<file path="config.mk">
export PLATFORM = sky130hd
export DESIGN_NAME = bcd_mem_writer
export DESIGN_NICKNAME = d
export VERILOG_FILES = /design/src/rtl/bcd_pkg.sv /design/src/rtl/bcd_split.sv /design/src/rtl/bcd_write_seq.sv /design/src/rtl/bcd_mem_writer.sv
export SDC_FILE = /design/constraint.sdc
export NUM_CORES = 1
export LEC_CHECK = 0
export ABC_AREA = 1
export BUFFER_PORTS_ARGS = -buffer_cell sky130_fd_sc_hd__buf_2
export CORE_ASPECT_RATIO = 0.6
export CORE_UTILIZATION = 50
export DETAILED_ROUTE_END_ITERATION = 10
export HOLD_SLACK_MARGIN = 0.12
export PLACE_DENSITY = 0.71
export SLEW_MARGIN = 40
export SYNTH_ARGS = -nofsm -noshare
export SYNTH_HDL_FRONTEND = slang
export SYNTH_HIERARCHICAL = 1
export SYNTH_SLANG_ARGS = --single-unit
</file>
<file path="constraint.sdc">
create_clock -name clk -period 8.91 [get_ports clk]
set_clock_uncertainty 0.2 [all_clocks]
set_input_delay 1.3365 -clock clk [delete_from_list [all_inputs] [get_ports clk]]
set_output_delay 1.3365 -clock clk [all_outputs]
set_load 0.01 [all_outputs]
</file>
<file path="src/rtl/bcd_pkg.sv">
// Shared definitions for the decimal digit writer.
// Assumes digits are 4-bit binary coded decimal.
package bcd_pkg;
    localparam int DIGIT_W = 4;

    typedef enum logic [1:0] {
        PH_IDLE  = 2'd0,
        PH_WRITE = 2'd1,
        PH_DONE  = 2'd2
    } phase_t;
endpackage

</file>
<file path="src/rtl/bcd_split.sv">
// Combinational binary-to-decimal splitter using shift-and-add-3.
// Assumes DIGITS is large enough to hold 2**VAL_W - 1.
// digits[0] holds the ones digit.
module bcd_split
    import bcd_pkg::*;
#(
    parameter int VAL_W  = 8,
    parameter int DIGITS = 3
) (
    input  logic [VAL_W-1:0]                bin,
    output logic [DIGITS-1:0][DIGIT_W-1:0]  digits
);
    localparam int BCD_W = DIGITS * DIGIT_W;

    logic [BCD_W-1:0] acc;

    // Correct each digit and shift in one binary bit per step.
    always_comb begin
        acc = '0;
        for (int i = VAL_W - 1; i >= 0; i--) begin
            for (int d = 0; d < DIGITS; d++) begin
                if (acc[d*DIGIT_W +: DIGIT_W] >= DIGIT_W'(5))
                    acc[d*DIGIT_W +: DIGIT_W] = acc[d*DIGIT_W +: DIGIT_W] + DIGIT_W'(3);
            end
            acc = {acc[BCD_W-2:0], bin[i]};
        end
    end

    // Slice the accumulator into digit fields.
    for (genvar g = 0; g < DIGITS; g++) begin : g_digit
        assign digits[g] = acc[g*DIGIT_W +: DIGIT_W];
    end
endmodule

</file>
<file path="src/rtl/bcd_write_seq.sv">
// Write sequencer: captures the operands on start and walks one write beat
// per digit, most significant digit first, at consecutive wrapping addresses.
// It then raises done for one cycle.
// Assumes the memory accepts one write per cycle without stalling.
module bcd_write_seq
    import bcd_pkg::*;
#(
    parameter int VAL_W  = 8,
    parameter int ADDR_W = 12,
    parameter int DATA_W = 8,
    parameter int DIGITS = 3
) (
    input  logic                            clk,
    input  logic                            rst_n,
    input  logic                            start,
    input  logic [VAL_W-1:0]                value,
    input  logic [ADDR_W-1:0]               base_addr,
    input  logic [DIGITS-1:0][DIGIT_W-1:0]  digits,
    output logic [VAL_W-1:0]                value_q,
    output logic                            busy,
    output logic                            done,
    output logic [ADDR_W-1:0]               mem_addr,
    output logic [DATA_W-1:0]               mem_wdata,
    output logic                            mem_we
);
    localparam int BEAT_W = (DIGITS > 1) ? $clog2(DIGITS) : 1;
    localparam logic [BEAT_W-1:0] LAST_BEAT = BEAT_W'(DIGITS - 1);

    phase_t              phase;
    logic [BEAT_W-1:0]   beat;
    logic [ADDR_W-1:0]   base_q;
    logic [BEAT_W-1:0]   sel;

    // Phase, beat counter and operand capture.
    always_ff @(posedge clk) begin
        if (!rst_n) begin
            phase   <= PH_IDLE;
            beat    <= '0;
            value_q <= '0;
            base_q  <= '0;
        end else begin
            case (phase)
                PH_IDLE: begin
                    if (start) begin
                        phase   <= PH_WRITE;
                        beat    <= '0;
                        value_q <= value;
                        base_q  <= base_addr;
                    end
                end
                PH_WRITE: begin
                    if (beat == LAST_BEAT) phase <= PH_DONE;
                    else                   beat  <= beat + 1'b1;
                end
                default: phase <= PH_IDLE;
            endcase
        end
    end

    // Output decode: the beat picks the digit from the top down.
    always_comb begin
        sel       = LAST_BEAT - beat;
        busy      = (phase != PH_IDLE);
        done      = (phase == PH_DONE);
        mem_we    = (phase == PH_WRITE);
        mem_addr  = base_q + ADDR_W'(beat);
        mem_wdata = {{(DATA_W-DIGIT_W){1'b0}}, digits[sel]};
    end

    // an accepted start leads straight into a write beat.
    assert_start_enters_write_R2: assert property (@(posedge clk) disable iff (!rst_n)
        (!busy && start) |=> (busy && mem_we && mem_addr == $past(base_addr)));

    // consecutive beats step the address by one, modulo the width.
    assert_addr_step_R6: assert property (@(posedge clk) disable iff (!rst_n)
        (mem_we && beat != LAST_BEAT) |=> (mem_we && mem_addr == $past(mem_addr) + 1'b1));

    // written bytes are decimal digits.
    assert_digit_range_R5: assert property (@(posedge clk) disable iff (!rst_n)
        mem_we |-> (mem_wdata <= DATA_W'(9)));

    // done lasts one cycle and is followed by idle.
    assert_done_pulse_R7: assert property (@(posedge clk) disable iff (!rst_n)
        done |=> (!done && !busy));

    // no write during done or idle.
    assert_we_only_beats_R10: assert property (@(posedge clk) disable iff (!rst_n)
        mem_we |-> (busy && !done));

    // while busy and not finishing, the unit stays busy regardless of start.
    assert_busy_holds_R9: assert property (@(posedge clk) disable iff (!rst_n)
        (busy && !done) |=> busy);

    // operands do not move during a sequence.
    assert_operands_held_R11: assert property (@(posedge clk) disable iff (!rst_n)
        (busy && $past(busy)) |-> ($stable(value_q) && $stable(base_q)));
endmodule

</file>
<file path="src/rtl/bcd_mem_writer.sv">
// Top level: writes the decimal digits of an 8-bit number to three
// consecutive byte addresses, hundreds first, then pulses done.
// Assumes exclusive use of the memory write port while busy.
module bcd_mem_writer
    import bcd_pkg::*;
#(
    parameter int VAL_W  = 8,
    parameter int ADDR_W = 12,
    parameter int DATA_W = 8,
    parameter int DIGITS = 3
) (
    input  logic              clk,
    input  logic              rst_n,
    input  logic              start,
    input  logic [VAL_W-1:0]  value,
    input  logic [ADDR_W-1:0] base_addr,
    output logic              busy,
    output logic              done,
    output logic [ADDR_W-1:0] mem_addr,
    output logic [DATA_W-1:0] mem_wdata,
    output logic              mem_we
);
    logic [VAL_W-1:0]               value_q;
    logic [DIGITS-1:0][DIGIT_W-1:0] digits;

    bcd_split #(.VAL_W(VAL_W), .DIGITS(DIGITS)) u_split (
        .bin    (value_q),
        .digits (digits)
    );

    bcd_write_seq #(
        .VAL_W(VAL_W), .ADDR_W(ADDR_W), .DATA_W(DATA_W), .DIGITS(DIGITS)
    ) u_seq (
        .clk       (clk),
        .rst_n     (rst_n),
        .start     (start),
        .value     (value),
        .base_addr (base_addr),
        .digits    (digits),
        .value_q   (value_q),
        .busy      (busy),
        .done      (done),
        .mem_addr  (mem_addr),
        .mem_wdata (mem_wdata),
        .mem_we    (mem_we)
    );

    // reset leaves the unit idle with no write.
    assert_reset_idle_R1: assert property (@(posedge clk)
        !rst_n |=> (!busy && !done && !mem_we));
endmodule

</file>
# Word level (Yosys, flattened, before mapping)
# Cells that the tools add are included.
[totals] reg_bits=24 wordCells=49 out_inout_bits=23
[classes] order_cmp=8 eq_ne=6 addsub=10 n_reduce_logical=6 n_mux=15
[op_table] operator="$mux 4" count=8
[op_table] operator="$add 4x2->4 const B" count=5
[op_table] operator="$ge 4x3->1 const B" count=5
[op_table] operator="$add 12x2->12" count=1
[op_table] operator="$add 3x2->4 const B" count=2
[op_table] operator="$bmux 4 s2" count=1
[op_table] operator="$mux 2" count=4
[op_table] operator="$pmux 2 s2" count=2
[op_table] operator="$ge 3x3->1 const B" count=2
[op_table] operator="$eq 2x2->1 const B" count=2
[op_table] operator="$ne 2x2->1 const B" count=2
[op_table] operator="$reduce_and 2->1" count=2
[op_table] operator="$reduce_bool 2->1" count=2
[op_table] operator="$lt 2x3->1 const B" count=1
[op_table] operator="$reduce_and 3->1" count=1
[op_table] operator="$add 2x1->2 const B" count=1
[op_table] operator="$eq 2x1->1 const B" count=1
[op_table] operator="$logic_not 2->1" count=1
[op_table] operator="$ne 2x1->1 const B" count=1
[op_table] operator="$sub 2x2->2 const A" count=1

# Depth between registers and ports, before layout
[depth] word_depth=12 ltp_mapped=34 depth_no_buf=34

# Cells and area by module
# Netlist, hierarchy kept.
[modules_own_cells] mod="bcd_write_seq" area_each_um2=1285.0 cells_per_inst=185 instances=1 seq_area_each_um2=480.5
[modules_own_cells] mod="bcd_split" area_each_um2=877.1 cells_per_inst=144 instances=1 seq_area_each_um2=0.0

# Worst setup path before layout
# Ideal clock, no wire load.
[synth_path] path_type="register to output" startpoint="register u_seq.value_q[6]" endpoint="output mem_wdata[1]" t_required_ns=7.374 stages_incl_launch_ff=32 t_arrival_ns=3.470 slack_ns=3.903 cell_sequence="dfxtp_1 -> inv_1 -> ha_1 -> inv_1 -> nand2_4 -> nand2_1 -> nand2_1 -> nand2_2 -> ha_1 -> inv_2 -> or2_2 -> nand2_4 -> nand3_1 -> nand2_1 -> inv_1 -> ha_1 -> inv_1 -> nor2_1 -> inv_1 -> nand4_2 -> nand2_2 -> ha_1 -> nand2_1 -> o2111ai_1 -> nand2_1 -> nand2_4 -> nand2_4 -> nand2_2 -> nand2_1 -> nand2_1 -> nor2_1 -> o31ai_1"
[synth_rtl] item="start: declaration" line="bcd_write_seq.sv:19" rtl="output logic [VAL_W-1:0] value_q,"
[synth_rtl] item="start signal: assignment" line="bcd_write_seq.sv:47" rtl="value_q <= value;"
[synth_rtl] item="end: declaration" line="bcd_mem_writer.sv:20" rtl="output logic [DATA_W-1:0] mem_wdata,"

==> parameters.txt <==
Parameter                              Value

Clock network
  H-Tree Depth ... 1
  Count of hold buffers inserted by post-cts repair ... 0
  Clock tree from TritonCTS ... built
  Clock latency of the later-clocked register in the worst-skew pair ... between 0.2 and 0.3 ns
  Count of clock tree sinks ... 24
  Cell chosen for the clock root ... sky130_fd_sc_hd__clkbuf_8
  Post-CTS setup buffer count ... 0
  Cts bufs inserted ... 3
  Resized Gates After CTS ... 0
  Buffer levels on the longest clock path ... 2
  Clock transition at the registers of the reported paths ... roughly 0.090 ns

Setup path
  Category of the worst setup path launch point ... flop
  Required time of the critical path ... between 7 and 8 ns
  Highest-delay cell along the critical path ... sky130_fd_sc_hd__dfxtp_1
  Kind of critical path ... flop to output port
  Arrival time of the worst setup path ... ~4 ns
  Cell occurring most often along the worst timing path ... sky130_fd_sc_hd__nand2_1
  Delay contributed by the slowest stage of the critical path ... about 0.41 ns
  Capturing element type of the critical path ... output port
  Maximum fanout encountered on the critical timing path ... 5

Final layout
  Post-route core utilization ... 0.592
  Count of nets after finishing ... 399
  Number of antenna repair diodes ... 0
  Area added between synthesis and finish ... 12.8%
  Fraction of layout cells with a size suffix above 1 ... 0.272

Placement
  HPWL reported at the end of detailed placement ... ~3500 µm
  Total of buffers placed on input and output ports ... 41
  Placer's final routability congestion estimate ... 0.855

Routing
  DRT iter0 DRCs ... 91
  DRC violations left ... 0
  Pre-antenna DRT Iters ... 4
  Sum of met2 wire segment lengths after detailed routing ... ~1700 µm
  Antenna Violating Nets Remaining ... 0
  Met1 Wirelength ... 2530 µm
  DR vias ... 1,979
  WL per Instance ... between 10 and 15 µm
  Routed wire length ... 4410 µm
  Drt via density ... around 4.7
  Top layer in use ... met4
  Wire length on met3 ... about 150 µm

Timing
  Sum Neg Setup Slack ... 0 ns
  Rel. slew slack ... 0.494
  Final worst path period share ... 0.632
  Setup repair after global routing missed its margin ... no
  Worst-Margin Slew ... 0.751 ns
  Minimum clock period after layout ... ~5.6 ns
  Final-report max-slew violation count ... 0
  Number of endpoints failing setup at the final stage ... 0
  Total count of hold-check failures in the final report ... 0
  Upper clock frequency limit ... roughly 0.18 GHz

Pwr
  Cell Pwr Density ... ~180 nW/µm²
  Total Power ... roughly 450 µW
  Relative contribution of sequential cells to total power ... 0.281
  Maximum vdd ir drop ... just over 0.00008 V
  Fraction of power spent switching nets ... 0.428
  Share of power burned in combinational logic ... 0.504
  Internal Pwr Total ... 257 µW
  Static leakage ... 1.31 nW
  Proportion of power drawn by the clock network ... 0.215
  P_sw ... between 150 and 200 µW

Logic synthesis
  Post-synthesis async set-or-reset flop share ... 0
  Area contributors post-synth ... sky130_fd_sc_hd__dfxtp_1, sky130_fd_sc_hd__nand2_1, sky130_fd_sc_hd__nor2_1, sky130_fd_sc_hd__nand3_1, sky130_fd_sc_hd__nand2_4
  Most instantiated cells after synthesis ... sky130_fd_sc_hd__nand2_1, sky130_fd_sc_hd__nor2_1, sky130_fd_sc_hd__inv_1
  Syn_area_per_cell ... 6.57 µm²
  Primary FF master, synth ... sky130_fd_sc_hd__dfxtp_1
  Top cell type's share of synthesized area ... 0.222
  Synth Warn # ... 6
  EDFF count, synth ... 0
  Post-synthesis cell type with the largest combined area ... sky130_fd_sc_hd__dfxtp_1
  Dominant cell by count in the synthesized netlist ... sky130_fd_sc_hd__nand2_1
  Netlist area before placement ... approximately 2200 µm²
  Register area share after synthesis ... 0.222
  Count of distinct cell types in the synthesized netlist ... 32
  Gate Count Post-Synth ... 329
  Number of storage elements in the synthesis netlist ... 24

Global routing
  Maximum number of pins on one net before global-route repair ... 28
  GR Overflow Total ... 0
  Number of global-route vias before repair ... roughly 1,700
  Total routing usage reported by global routing ... 0.210
  Initial antenna violation count ... 0
  First-pass GRT wire length ... around 7500 µm

Floorplanning
  Overall die height ... between 50 and 60 µm
  Num rows ... 18
  Area enclosed by the die boundary ... around 4600 µm²
  Die Span X ... just under 90 µm
  Number of placed I/O pins ... 46
  Effective utilization at floorplan ... 0.525
  Core Footprint ... approximately 4100 µm²

Worst hold path
  Tightest Hold Check Type ... flop to flop

Run
  Number of maximum-capacitance constraint violations ... 0

Status
  Outcome ... finished, final reports clean
-- power by group through the flow --
stage / clock network (mW) / registers [mW] / logic (mW)
after floorplan: 0 / 0.126 / 0.188
after global placement: 0 / 0.128 / 0.222
after detailed placement: 0 / 0.129 / 0.225
after CTS: 0.0992 / 0.126 / 0.225
after global routing: 0.104 / 0.128 / 0.256
final: 0.0963 / 0.126 / 0.226
-- final timing paths --
check                        start                to  slack [ns]  cells past startpoint
setup / recovery  u_seq/value_q[6]      mem_wdata[1]        3.28                     32
hold / removal    u_seq/base_q[11]  u_seq/base_q[11]        0.29                      2
setup reg to reg     u_seq/beat[0]     u_seq/beat[1]        7.10                      5
hold reg to reg   u_seq/base_q[11]  u_seq/base_q[11]        0.29                      2
-- cell families after synthesis --
kind of cell	share of synthesized area
XOR/XNOR	0.0318
other	0.00347
buffers and inverters	0.123
AO/OA/AOI/OAI	0.101
adder cells (fa/ha/maj)	0.0671
AND/OR/NAND/NOR	0.451
flip-flops	0.222
-- sequential cells by signal, summed over array words and instances, names as in the netlist --
register	count
u_seq/value_q	8
u_seq/phase	2
u_seq/base_q	12
u_seq/beat	2
-- critical path, delay by kind of cell (launching register included) --
family,cells,cell delay [ns]
and+or+nand+nor,19,1.78
AOI/OAI and AO/OA,2,0.28
buffers and inverters,7,0.67
DFF,1,0.41
adders and majority gates,4,0.68
-- final cells by class --
type	count	area (µm²)
fill	421	1680
tap	60	75.1
clock inverter	1	30.0
clock buffer	3	41.3
sequential	24	480
timing repair buffer	41	205
inverter	47	176
multi-input combinational	248	1430
-- per-stage QoR --
step	cells	area (µm²)	worst slack (ns)	hold WS, ns
floorplan	333	2180	3.90	0.243
global placement	420	2370	3.77	0.271
detailed placement	420	2370	3.57	0.272
CTS	424	2440	3.25	0.289
global route	424	2440	2.89	0.303
finish	424	2440	3.28	0.294
-- metal layers --
metal | vias up | track usage
met4 | 0 | 0.0250
li1 | 1099 | -
met3 | 2 | 0.0421
met2 | 32 | 0.306
met5 | - | 0
met1 | 846 | 0.321
-- cells in the final DEF (no fill, tap or decap) --
cell type                   count
sky130_fd_sc_hd__nand2_1       63
sky130_fd_sc_hd__nor2_1        51
sky130_fd_sc_hd__buf_2         41
sky130_fd_sc_hd__inv_1         34
sky130_fd_sc_hd__nand3_1       30
sky130_fd_sc_hd__dfxtp_1       24
sky130_fd_sc_hd__o21ai_0       23
sky130_fd_sc_hd__nand2_4       13
sky130_fd_sc_hd__nand2_2       12
sky130_fd_sc_hd__inv_2         12
sky130_fd_sc_hd__ha_1          10
sky130_fd_sc_hd__a21oi_1        6
sky130_fd_sc_hd__conb_1         6
sky130_fd_sc_hd__nand4_1        5
sky130_fd_sc_hd__xor2_1         4
sky130_fd_sc_hd__o31ai_1        4
sky130_fd_sc_hd__nand3_2        4
sky130_fd_sc_hd__clkbuf_8       3
sky130_fd_sc_hd__nand3_4        3
sky130_fd_sc_hd__xnor2_1        2
sky130_fd_sc_hd__nor2_2         2
sky130_fd_sc_hd__o21ai_2        2
sky130_fd_sc_hd__bufinv_16      1
sky130_fd_sc_hd__nor2_4         1
sky130_fd_sc_hd__clkinv_1       1
sky130_fd_sc_hd__nor3_2         1
sky130_fd_sc_hd__fa_1           1
sky130_fd_sc_hd__or2_2          1
sky130_fd_sc_hd__a21oi_4        1
sky130_fd_sc_hd__nand4_2        1
sky130_fd_sc_hd__o2111ai_1      1
sky130_fd_sc_hd__xor2_2         1
Note: power is estimated with default switching activity, not from simulation.
